==> src/rtl/sspi_irq_pkg.sv <==
package sspi_irq_pkg;
   localparam int NSRC    = 7;
   localparam int B_RXOVR = 0;
   localparam int B_RXTMO = 1;
   localparam int B_RXLVL = 2;
   localparam int B_TXLVL = 3;
   localparam int B_RXDMA = 4;
   localparam int B_TXDMA = 5;
   localparam int B_TXEOT = 6;
   localparam int NSTICKY = 2;
   localparam int DMA_RX  = 0;
   localparam int DMA_TX  = 1;
endpackage

==> src/rtl/sspi_sticky_flag.sv <==
module sspi_sticky_flag (
   input  logic clk,
   input  logic rst_n,
   input  logic set_i,
   input  logic clr_i,
   output logic q
);
   always_ff @(posedge clk or negedge rst_n) begin
      if (!rst_n)     q <= 1'b0;
      else if (set_i) q <= 1'b1;
      else if (clr_i) q <= 1'b0;
   end

   p_set_wins_r9: assert property (@(posedge clk) disable iff (!rst_n)
      set_i |=> q);
   p_clear_r8: assert property (@(posedge clk) disable iff (!rst_n)
      (clr_i && !set_i) |=> !q);
   p_hold_r5: assert property (@(posedge clk) disable iff (!rst_n)
      (q && !clr_i) |=> q);
endmodule

==> src/rtl/sspi_rx_idle_timer.sv <==
module sspi_rx_idle_timer #(
   parameter int LIMIT = 32,
   parameter int LW    = 4
) (
   input  logic          clk,
   input  logic          rst_n,
   input  logic [LW-1:0] rx_level,
   input  logic          word_done,
   input  logic          rd_pop,
   input  logic          bit_tick,
   output logic          expire
);
   localparam int CW = $clog2(LIMIT + 1);

   logic [CW-1:0] cnt;
   logic          restart;

   assign restart = (rx_level == '0) || word_done || rd_pop;
   assign expire  = !restart && bit_tick && (cnt == CW'(LIMIT - 1));

   always_ff @(posedge clk or negedge rst_n) begin
      if (!rst_n)                                 cnt <= '0;
      else if (restart)                           cnt <= '0;
      else if (bit_tick && cnt != CW'(LIMIT))     cnt <= cnt + 1'b1;
   end

   p_cnt_bound_r6: assert property (@(posedge clk) disable iff (!rst_n)
      cnt <= CW'(LIMIT));
   p_restart_r7: assert property (@(posedge clk) disable iff (!rst_n)
      restart |=> (cnt == '0));
endmodule

==> src/rtl/sspi_irq_ctrl.sv <==
module sspi_irq_ctrl
   import sspi_irq_pkg::*;
#(
   parameter  int FIFO_DEPTH = 8,
   parameter  int IDLE_BITS  = 32,
   localparam int LW         = $clog2(FIFO_DEPTH + 1)
) (
   input  logic            clk,
   input  logic            rst_n,
   input  logic [LW-1:0]   rx_level,
   input  logic [LW-1:0]   tx_level,
   input  logic            rx_word_done,
   input  logic            rx_pop,
   input  logic            bit_tick,
   input  logic            rx_dma_done,
   input  logic            tx_dma_done,
   input  logic            tx_drained,
   input  logic            wr_mask,
   input  logic            wr_clear,
   input  logic            wr_dmactl,
   input  logic [7:0]      reg_wdata,
   output logic [NSRC-1:0] raw_status,
   output logic [NSRC-1:0] mask_bits,
   output logic [NSRC-1:0] masked_status,
   output logic            irq,
   output logic [1:0]      dma_en,
   output logic            rx_dma_req,
   output logic            tx_dma_req
);
   localparam int HALF = FIFO_DEPTH / 2;

   generate
      if (FIFO_DEPTH < 2 || (FIFO_DEPTH % 2) != 0)
         $error("FIFO_DEPTH must be even and at least 2");
      if (IDLE_BITS < 2)
         $error("IDLE_BITS must be at least 2");
   endgenerate

   logic [NSTICKY-1:0] st_set, st_clr, st_q;
   logic               tmo_expire;
   logic               rx_half, tx_half;

   sspi_rx_idle_timer #(.LIMIT(IDLE_BITS), .LW(LW)) u_timer (
      .clk       (clk),
      .rst_n     (rst_n),
      .rx_level  (rx_level),
      .word_done (rx_word_done),
      .rd_pop    (rx_pop),
      .bit_tick  (bit_tick),
      .expire    (tmo_expire)
   );

   assign st_set[B_RXOVR] = rx_word_done && (rx_level == LW'(FIFO_DEPTH));
   assign st_set[B_RXTMO] = tmo_expire;

   for (genvar i = 0; i < NSTICKY; i++) begin : g_sticky
      assign st_clr[i] = wr_clear && reg_wdata[i];
      sspi_sticky_flag u_flag (
         .clk   (clk),
         .rst_n (rst_n),
         .set_i (st_set[i]),
         .clr_i (st_clr[i]),
         .q     (st_q[i])
      );
   end

   assign rx_half = (rx_level >= LW'(HALF));
   assign tx_half = (tx_level <= LW'(HALF));

   always_comb begin
      raw_status          = '0;
      raw_status[B_RXOVR] = st_q[B_RXOVR];
      raw_status[B_RXTMO] = st_q[B_RXTMO];
      raw_status[B_RXLVL] = rx_half;
      raw_status[B_TXLVL] = tx_half;
      raw_status[B_RXDMA] = rx_dma_done;
      raw_status[B_TXDMA] = tx_dma_done;
      raw_status[B_TXEOT] = tx_drained;
   end

   always_ff @(posedge clk or negedge rst_n) begin
      if (!rst_n) begin
         mask_bits <= '0;
         dma_en    <= '0;
         irq       <= 1'b0;
      end else begin
         if (wr_mask)   mask_bits <= reg_wdata[NSRC-1:0];
         if (wr_dmactl) dma_en    <= reg_wdata[1:0];
         irq <= |masked_status;
      end
   end

   assign masked_status = raw_status & mask_bits;
   assign rx_dma_req    = dma_en[DMA_RX] && rx_half;
   assign tx_dma_req    = dma_en[DMA_TX] && tx_half;

   p_irq_rise_r4: assert property (@(posedge clk) disable iff (!rst_n)
      (|masked_status) |=> irq);
   p_irq_fall_r4: assert property (@(posedge clk) disable iff (!rst_n)
      !(|masked_status) |=> !irq);
   p_overrun_r5: assert property (@(posedge clk) disable iff (!rst_n)
      (rx_word_done && rx_level == LW'(FIFO_DEPTH)) |=> raw_status[B_RXOVR]);
   p_mask_load_r3: assert property (@(posedge clk) disable iff (!rst_n)
      wr_mask |=> (mask_bits == $past(reg_wdata[NSRC-1:0])));
endmodule

==> config.mk <==
export PLATFORM = sky130hd
export DESIGN_NAME = sspi_irq_ctrl
export DESIGN_NICKNAME = d
export VERILOG_FILES = /design/src/rtl/sspi_irq_pkg.sv /design/src/rtl/sspi_sticky_flag.sv /design/src/rtl/sspi_rx_idle_timer.sv /design/src/rtl/sspi_irq_ctrl.sv
export SDC_FILE = /design/constraint.sdc
export NUM_CORES = 1
export LEC_CHECK = 0
export ABC_AREA = 1
export BUFFER_PORTS_ARGS = -buffer_cell sky130_fd_sc_hd__buf_2
export CAP_MARGIN = 20
export CELL_PAD_IN_SITES_DETAIL_PLACEMENT = 0
export CELL_PAD_IN_SITES_GLOBAL_PLACEMENT = 1
export CORE_UTILIZATION = 31
export CTS_CLUSTER_DIAMETER = 150
export DETAILED_ROUTE_END_ITERATION = 12
export PLACE_DENSITY_LB_ADDON = 0.1
export REMOVE_ABC_BUFFERS = 1
export SLEW_MARGIN = 15
export SYNTH_ARGS = -nofsm -noshare
export SYNTH_HDL_FRONTEND = slang
export SYNTH_SLANG_ARGS = --single-unit
export TNS_END_PERCENT = 100
==> constraint.sdc <==
create_clock -name clk -period 1.6 [get_ports clk]
set_input_delay 0.32 -clock clk [delete_from_list [all_inputs] [get_ports clk]]
set_output_delay 0.32 -clock clk [all_outputs]
set_load 0.03 [all_outputs]
==> flow_summary_export.csv, run 1 <==
group,metric,value,unit
clock_network,postCtsSetupBuffers,0,
timing,final_max_slew_viol_count,0,
placement,dp_hpwl,1768,um
finish,final_cell_mix,"buf_2 (51), nand2_1 (26), dfrtp_1 (18)",
timing,rsz0062_at_grt,"no",
pwr,power,0.001062,W
timing,setup_ws,0.1519,ns
timing,period_share,0.9051,
logic_synthesis,synth-simple-area-share,0.2793,
worst_setup_path,end_kind,"primary output",
finish,mostFrequentLayoutCell,"buf_2",
placement,io_buffers,51,
logic_synthesis,yosys-top-cells-area,"dfrtp_1 (44%), nand2_1 (9.5%), nand3_1 (6.8%)",
global_route,grt_usage,0.1389,
floorplanning,ios,53,
drt,drtIter0Drc,20,
pwr,p_per_area,808.2,nW/um^2
logic_synthesis,synth_top_family_by_area,"simple AND/OR/NAND/NOR gates",
logic_synthesis,ys_ff_latch,18,
logic_synthesis,avgSynthCellArea,8.341,sq um
placement,routabilityCongestion,0.7165,
worst_setup_path,worst-setup-path-type,"input port to primary output",
timing,clock_skew,0.004752,ns
placement,place_ws,0.1498,ns
logic_synthesis,synth_xor_area_frac,0.008537,
global_route,grt_pass1_vias,801,
floorplanning,coreArea,3103,sq um
logic_synthesis,synth-compound-area-share,0.04146,
worst_setup_path,worstPathRequired,1.28,ns
drt,viasPerCell,4.229,
clock_network,root_buffer,"clkbuf_4",
floorplanning,dieWidth,59.53,um
logic_synthesis,synth.cell_area,1026,sq um
clock_network,clkSinkCount,18,
clock_network,cts_max_path_buffers,2,
clock_network,cts_tree,"built",
timing,period_needed,1.448,ns
worst_setup_path,crit_path_max_fanout,3,
drt,wirelength,2239,um
worst_setup_path,arrival,1.13,ns
floorplanning,num_rows,20,
finish,num_antenna_cells,0,
hold_path,whs_path_depth,3,
finish,nFillCells,350,
worst_setup_path,rr_worst_depth,6,
drt,wl_per_cell,10.46,um
status,status,"completed",
timing,finalHoldViolCount,0,
clock_network,clkTransAtPathRegs,0.11,ns
logic_synthesis,synth.yosys.seq_area_share,0.4390,
drt,ant_nets,0,
floorplanning,die-height,59.53,um
clock_network,hold_buffers,1,
hold_path,hp-class,"input port to flip-flop",
logic_synthesis,synth_cell_types,25,
pwr,ir_worst_vdd,467.7,uV
timing,setup_violations,0,
finish,layout-drive-gt1-share,0.4294,
finish,nets,200,
finish,areaGrowthSynthToFinish,28.05,%
drt,drc,0,
drt,dr.pass1.iters,5,
logic_synthesis,synth_top_area_frac,0.4390,
worst_setup_path,critPathLaunchType,"input port",
flow_run,maxCapViolations,0,
global_route,grt_pass1_wl,3588,um
clock_network,cts_resized,0,
floorplanning,dieArea,3544,sq um
global_route,antenna_found_initial,0,
logic_synthesis,synth_fa_ha_area_frac,0.02439,
logic_synthesis,ys_warn_count,0,
clock_network,h-tree-depth,1,
drt,vias,905,
clock_network,clk_latency,0.29,ns
pwr,leakage,0.7624,nW
timing,worst_pin_slew,0.4247,ns
global_route,globalRoute.totalOverflow,0,
global_route,grt_max_degree,19,
logic_synthesis,synth_cells,123,
timing,relSlewSlack,0.7169,
logic_synthesis,synth.area.mux_share,0.06585,
clock_network,numCtsBuffers,3,
timing,fin_hold_ws,0.2306,ns
logic_synthesis,yosysTopAreaCell,"dfrtp_1",
timing,timing.fmax,690.5,MHz
floorplanning,initial_utilization,0.3306,
area by class of cell:
| type | instances | area, sq um | area share |
|---|---|---|---|
| flip-flops and latches | 18 | 450.4 | 0.3429 |
| well taps | 44 | 55.05 | 0.04190 |
| repair buffers | 52 | 265.3 | 0.2019 |
| inverters | 20 | 76.32 | 0.05810 |
| clock buffers | 4 | 36.28 | 0.02762 |
| multi-input cells | 76 | 430.4 | 0.3276 |
through the flow:
stage / setup TNS (ns) / util / area [sq um] / std cells
finish: 0 / 0.4234 / 1314 / 214
global route: 0 / 0.4234 / 1314 / 214
CTS: 0 / 0.4234 / 1314 / 214
detailed placement: 0 / 0.4085 / 1267 / 209
global placement: 0 / 0.4085 / 1267 / 209
floorplan: -0.1306 / - / 957.2 / 114
power by group:
group,internal (W),total (W),switching [W]
Clock,0.000139,0.000289,0.000150
Combinational,0.0000891,0.000272,0.000183
Sequential,0.000483,0.000501,0.0000175
registers in the layout (all words and copies together) (netlist names):
name	count
dma_en	2
g_sticky.u_flag.q	2
irq	1
mask_bits	7
u_timer.cnt	6
layer usage:
metal  wire length (um)  vias to the layer above  track usage  part of all wire
met3                121                        2      0.02183             0.054
li1                   -                      470            -                 -
met1               1048                      397       0.1848              0.47
met4                 17                        0      0.05980            0.0076
met5                  0                        -            0                 0
met2               1052                       36       0.2231              0.47
synth_stat cells, drive strengths merged:
| cell type | number |
|---|---|
| ha | 2 |
| nand3 | 14 |
| mux2 | 6 |
| nor3b | 1 |
| xor2 | 1 |
| inv | 19 |
| or2 | 1 |
| buf | 9 |
| nor2 | 12 |
| dfrtp | 18 |
| o21ai | 6 |
| a21oi | 1 |
| clkinv | 1 |
| nand4 | 1 |
| nand2 | 29 |
| nor3 | 2 |
worst paths after layout:
path	start	endpoint	slack, ns
max	tx_level[1]	masked_status[3]	0.15
max in group asynchronous	rst_n	mask_bits[6]	0.82
max reg2reg	u_timer.cnt[0]	u_timer.cnt[1]	0.29
min reg2reg	g_sticky[0].u_flag.q	g_sticky[0].u_flag.q	0.53
min in group asynchronous	rst_n	mask_bits[2]	0.48
min	reg_wdata[2]	mask_bits[2]	0.23
cells by family after synthesis:
kind of cell / Yosys count
simple gates: 60
mux: 6
xor+xnor: 1
compound gates: 7
fa+ha+maj: 2
flops: 18
buf+inv: 29
critical path, stage by stage:
cell     delay (ns)
buf_2          0.09
or2_1          0.22
a21oi_2        0.16
nand2_1        0.09
inv_1          0.06
buf_2          0.18
Note: power is estimated with default switching activity, not from simulation.
==> run 2: changes to the inputs <==
Settings changed: PLACE_DENSITY_LB_ADDON 0.1 to 0.3.
==> flow_summary_export.csv, run 2 (same netlist as run 1, synthesis figures left out) <==
group,metric,value,unit
status,status,"completed",
pwr,p_per_area,801.2,nW/um^2
clock_network,clkSinkCount,18,
worst_setup_path,arrival,1.13,ns
pwr,combPwrFrac,0.258,
pwr,p_switching,0.0003417,W
worst_setup_path,worst-setup-path-type,"input port to primary output",
finish,nFillCells,344,
flow_run,maxCapViolations,0,
worst_setup_path,crit_path_max_fanout,3,
finish,largestRegisters,"mask_bits x7, u_timer.cnt x6",
clock_network,hold_buffers,1,
pwr,switching_share,0.3247,
timing,setup_violations,0,
finish,nets,200,
clock_network,root_buffer,"clkbuf_4",
pwr,leakage,0.7624,nW
placement,dp_hpwl,1793,um
global_route,grt_max_degree,19,
global_route,grt_pass1_wl,3519,um
clock_network,h-tree-depth,1,
drt,wl_per_cell,10.18,um
finish,multi_input_area,430.4,sq um
pwr,pwr-share-seq,0.475,
timing,worst_pin_slew,0.4076,ns
worst_setup_path,r2r_slack,0.29,ns
hold_path,whs_path_depth,2,
finish,seqCellArea,450.4,sq um
worst_setup_path,critPathLaunchType,"input port",
global_route,globalRoute.totalOverflow,0,
drt,drc,0,
finish,layout-drive-gt1-share,0.4294,
clock_network,cts_max_path_buffers,2,
global_route,antenna_found_initial,0,
clock_network,numCtsBuffers,3,
drt,wirelength,2178,um
floorplanning,coreArea,3103,sq um
floorplanning,num_rows,20,
global_route,grt_pass1_vias,835,
pwr,clkPwrFrac,0.266,
drt,viasPerCell,4.299,
hold_path,hp-start,"rx_level[2]",
floorplanning,dieWidth,59.53,um
placement,routabilityCongestion,0.7748,
floorplanning,dieArea,3544,sq um
timing,rsz0062_at_grt,"no",
timing,relSlewSlack,0.7283,
pwr,p_int,0.0007108,W
floorplanning,die-height,59.53,um
hold_path,min_to,"g_sticky[0].u_flag.q",
hold_path,hp-class,"input port to flip-flop",
timing,clock_skew,0.002521,ns
worst_setup_path,rr_worst_depth,6,
drt,vias,920,
finish,instances_no_fill,214,
finish,largest_reg_flops,7,
worst_setup_path,end_kind,"primary output",
clock_network,clk_latency,0.29,ns
drt,drtIter0Drc,21,
timing,period_share,0.9090,
clock_network,clkTransAtPathRegs,0.11,ns
worst_setup_path,r2r-end,"u_timer.cnt[0]",
timing,final_max_slew_viol_count,0,
placement,dp_cells,209,
clock_network,cts_resized,0,
clock_network,postCtsSetupBuffers,0,
placement,io_buffers,51,
global_route,grt_usage,0.1323,
drt,ant_nets,0,
drt,dr.pass1.iters,3,
finish,areaGrowthSynthToFinish,28.05,%
pwr,ir_worst_vdd,226.4,uV
timing,timing.fmax,687.6,MHz
timing,tns,0,ns
finish,final_cell_mix,"buf_2 (51), nand2_1 (26), dfrtp_1 (18)",
floorplanning,ios,53,
timing,finalHoldViolCount,0,
worst_setup_path,rr_startpoint,"u_timer.cnt[0]",
finish,registers.top_by_ff_count,"mask_bits",
clock_network,cts_tree,"built",
finish,mostFrequentLayoutCell,"buf_2",
worst_setup_path,worstPathRequired,1.28,ns
floorplanning,initial_utilization,0.3306,
timing,period_needed,1.454,ns
finish,num_antenna_cells,0,
==> run 2: cell counts in the layout (fill, tap and decap cells not counted) <==
No cell type changed its count.
==> run 2: layout make-up <==
class / count / area share
clock buffers: 4 / 0.02762
inverters: 20 / 0.05810
multi-input cells: 76 / 0.3276
flip-flops and latches: 18 / 0.3429
well taps: 44 / 0.04190
repair buffers: 52 / 0.2019
==> run 2: worst max path at each step <==
stage / from / endpoint / slack, ns / depth (start not counted)
6_report: tx_level[1] / tx_dma_req / 0.15 / 6
5_1_grt: tx_level[1] / tx_dma_req / 0.10 / 6
4_1_cts: tx_level[1] / tx_dma_req / 0.14 / 6
3_5_place_dp: tx_level[1] / tx_dma_req / 0.14 / 6
3_3_place_gp: tx_level[1] / tx_dma_req / 0.15 / 6
2_1_floorplan: tx_level[1] / tx_dma_req / -0.13 / 4
==> run 2: power by group through the flow <==
stage	Clock, W	Combinational [W]	Sequential, W
after floorplan	0	0.0000992	0.000565
after CTS	0.000296	0.000277	0.000501
after global routing	0.000312	0.000298	0.000505
after global placement	0	0.000270	0.000509
after detailed placement	0	0.000274	0.000510
final	0.000280	0.000272	0.000500
==> run 2: per-layer routing <==
metal / GRT usage / routed length [um]
met5: 0 / 0
met4: 0.03987 / 10
met3: 0.03057 / 151
met2: 0.2343 / 1016
met1: 0.1581 / 999
==> run 2: per-stage QoR <==
step	power, W	utilization	worst slack, ns	area [sq um]	hold slack [ns]
final	0.001053	0.4234	0.1457	1314	0.2359
after global routing	0.001116	0.4234	0.1012	1314	0.2447
after CTS	0.001073	0.4234	0.1373	1314	0.2263
after detailed placement	0.0007836	0.4085	0.1356	1267	0.2798
after global placement	0.0007792	0.4085	0.1530	1267	0.2834
after floorplan	0.0006641	-	-0.1306	957.2	0.02441
==> run 2: worst max-delay path, stage by stage <==
cell	delay, ns
buf_2	0.09
or2_1	0.22
a21oi_2	0.16
inv_1	0.06
nor2_1	0.08
buf_2	0.20
==> run 3: changes to the inputs <==
--- a/config.mk
+++ b/config.mk
@@ -20,2 +20,3 @@
 export SYNTH_HDL_FRONTEND = slang
+export SYNTH_HIERARCHICAL = 1
 export SYNTH_SLANG_ARGS = --single-unit
--- a/constraint.sdc
+++ b/constraint.sdc
@@ -3,2 +3,2 @@
 set_output_delay 0.32 -clock clk [all_outputs]
-set_load 0.03 [all_outputs]
+set_load 0.005 [all_outputs]
==> flow_summary_export.csv, run 3 <==
group,metric,value,unit
status,status,"completed",
floorplanning,dieArea,3723,sq um
timing,tns,0,ns
logic_synthesis,synth_xor_area_frac,0.008111,
worst_setup_path,worst-setup-path-type,"flip-flop to primary output",
global_route,grt_use_met3,0.02731,
logic_synthesis,ys_top_cells_by_count,"nand2_1 (36), inv_1 (25), nor2_1 (19)",
clock_network,clk_latency,0.29,ns
logic_synthesis,synth-compound-area-share,0.01854,
worst_setup_path,worstPathRequired,1.28,ns
finish,seqCellArea,450.4,sq um
pwr,leakage,0.8264,nW
finish,final_cell_mix,"buf_2 (51), nand2_1 (36), inv_1 (25)",
timing,setup_violations,0,
finish,final_area,1365,sq um
global_route,globalRoute.totalOverflow,0,
logic_synthesis,ys_warn_count,6,
timing,timing.fmax,780.7,MHz
clock_network,postCtsSetupBuffers,0,
placement,routabilityCongestion,0.7356,
worst_setup_path,critPathMaxStageDelay,0.40,ns
logic_synthesis,synth.area.mux_share,0.08343,
global_route,met1_usage,0.1339,
drt,drtIter0Drc,19,
timing,finalHoldViolCount,0,
timing,period_needed,1.281,ns
worst_setup_path,r2r_slack,0.34,ns
timing,fin_hold_ws,0.2410,ns
logic_synthesis,synth_fa_ha_area_frac,0.02317,
global_route,grt_pass1_vias,806,
worst_setup_path,crit_path_max_fanout,3,
worst_setup_path,slowest_stage,"dfrtp_1",
timing,period_share,0.8006,
logic_synthesis,yosys-top-cells-area,"dfrtp_1 (42%), nand2_1 (13%), inv_1 (8.7%)",
logic_synthesis,synth.most_common_cell,"nand2_1",
finish,areaGrowthSynthToFinish,26.42,%
placement,dpl_cell_area,1333,sq um
clock_network,clkTransAtPathRegs,0.11,ns
worst_setup_path,critPathLaunchType,"flip-flop",
logic_synthesis,synth_cells,139,
finish,multi_input_area,467.9,sq um
timing,final_max_slew_viol_count,0,
floorplanning,ios,53,
finish,layout-drive-gt1-share,0.3690,
global_route,grt_max_degree,19,
drt,wl_per_cell,9.760,um
floorplanning,initial_utilization,0.3236,
clock_network,h-tree-depth,1,
logic_synthesis,async_flop_share,1.000,
logic_synthesis,synth-simple-area-share,0.3001,
drt,drc,0,
clock_network,root_buffer,"clkbuf_4",
drt,vias,980,
worst_setup_path,end_kind,"primary output",
timing,clock_skew,0.009206,ns
drt,wirelength,2274,um
pwr,ir_worst_vdd,214.0,uV
clock_network,cts_max_path_buffers,2,
floorplanning,num_rows,21,
timing,relSlewSlack,0.7178,
global_route,grt-busiest-layer,"met2",
logic_synthesis,synth_top_flop_cell,"dfrtp_1",
flow_run,maxCapViolations,0,
hold_path,hp-class,"input port to flip-flop",
floorplanning,coreArea,3337,sq um
worst_setup_path,path_cells,"nand3_1 -> inv_1 -> buf_2",
pwr,p_per_area,677.9,nW/um^2
finish,nFillCells,351,
logic_synthesis,ys_ff_latch,18,
logic_synthesis,yosysTopAreaCell,"dfrtp_1",
logic_synthesis,synth_top_area_frac,0.4171,
logic_synthesis,synth_top_family_by_area,"simple AND/OR/NAND/NOR gates",
finish,nets,218,
drt,ant_nets,0,
placement,io_buffers,51,
logic_synthesis,synth_edf_count,0,
drt,viasPerCell,4.206,
finish,largestRegisters,"mask_bits x7, u_timer/cnt x6",
clock_network,cts_tree,"built",
timing,rsz0062_at_grt,"no",
finish,num_antenna_cells,0,
timing,worst_pin_slew,0.4233,ns
placement,dp_hpwl,1812,um
logic_synthesis,synth.cell_area,1080,sq um
floorplanning,die-height,61.02,um
logic_synthesis,synth_cell_types,18,
finish,mostFrequentLayoutCell,"buf_2",
floorplanning,dieWidth,61.02,um
finish,registers.top_by_ff_count,"mask_bits",
finish,final_util,0.4091,
global_route,antenna_found_initial,0,
clock_network,clkSinkCount,18,
finish,largest_reg_flops,7,
clock_network,numCtsBuffers,3,
global_route,grt_usage,0.1230,
worst_setup_path,arrival,0.96,ns
drt,dr.pass1.iters,5,
global_route,grtUsageMet2,0.2298,
logic_synthesis,avgSynthCellArea,7.768,sq um
logic_synthesis,synth.yosys.seq_area_share,0.4171,
global_route,grt_pass1_wl,3318,um
## run 3: path summary, 6_finish.rpt
| path | start | end | cells after the start |
|---|---|---|---|
| setup / recovery | mask_bits[3] | masked_status[3] | 3 |
| hold / removal | wr_dmactl | dma_en[0] | 2 |
| setup reg to reg | u_timer/cnt[0] | u_timer/cnt[3] | 9 |
| hold reg to reg | g_sticky[1].u_flag/q | g_sticky[1].u_flag/q | 2 |
| max in group asynchronous | rst_n | u_timer/cnt[1] | 2 |
| min in group asynchronous | rst_n | mask_bits[3] | 2 |
## run 3: layer usage
metal,wire (um),up-vias,part of all wire
li1,-,509,-
met1,998,426,0.44
met2,1108,43,0.49
met3,154,2,0.068
met4,12,0,0.0053
met5,0,-,0
## run 3: through the flow
step,instances,worst slack (ns),total power (W)
after floorplan,132,0.4831,0.0006001
after global placement,229,0.3622,0.0007086
after detailed placement,229,0.3512,0.0007123
after CTS,233,0.2959,0.0009462
after global routing,233,0.2465,0.0009952
final,233,0.3191,0.0009254
## run 3: what timing repair did
item,4_1_cts,5_1_grt
gates resized for setup,0,0
endpoints found under the hold margin,18,0
setup endpoints to repair,0,0
hold buffers,1,0
## run 3: worst max-delay path: cells and delay by family, from the launching register on
kind	cells	cell delay (ns)
and+or+nand+nor	1	0.11
DFF	1	0.40
buffers and inverters	2	0.16
## run 3: kinds of logic after synthesis
logic type,count (synthesis)
adders and majority gates,2
xor gates and xnor gates,1
buffers and inverters,34
and+or+nand+nor,74
AOI/OAI and AO/OA,4
DFF,18
muxes,6
## run 3: final cells by class
type | count | share of cell area
timing repair buffer | 52 | 0.1943
sequential | 18 | 0.3300
tap | 46 | 0.04216
clock buffer | 3 | 0.01650
inverter | 27 | 0.07424
multi-input combinational | 87 | 0.3428
## run 3: power breakdown
group	total (W)	leakage (nW)	internal [W]	switching, W
registers	0.000507	0.227	0.000485	0.0000223
logic	0.000194	0.585	0.000100	0.0000942
clock network	0.000224	0.0138	0.0000874	0.000137
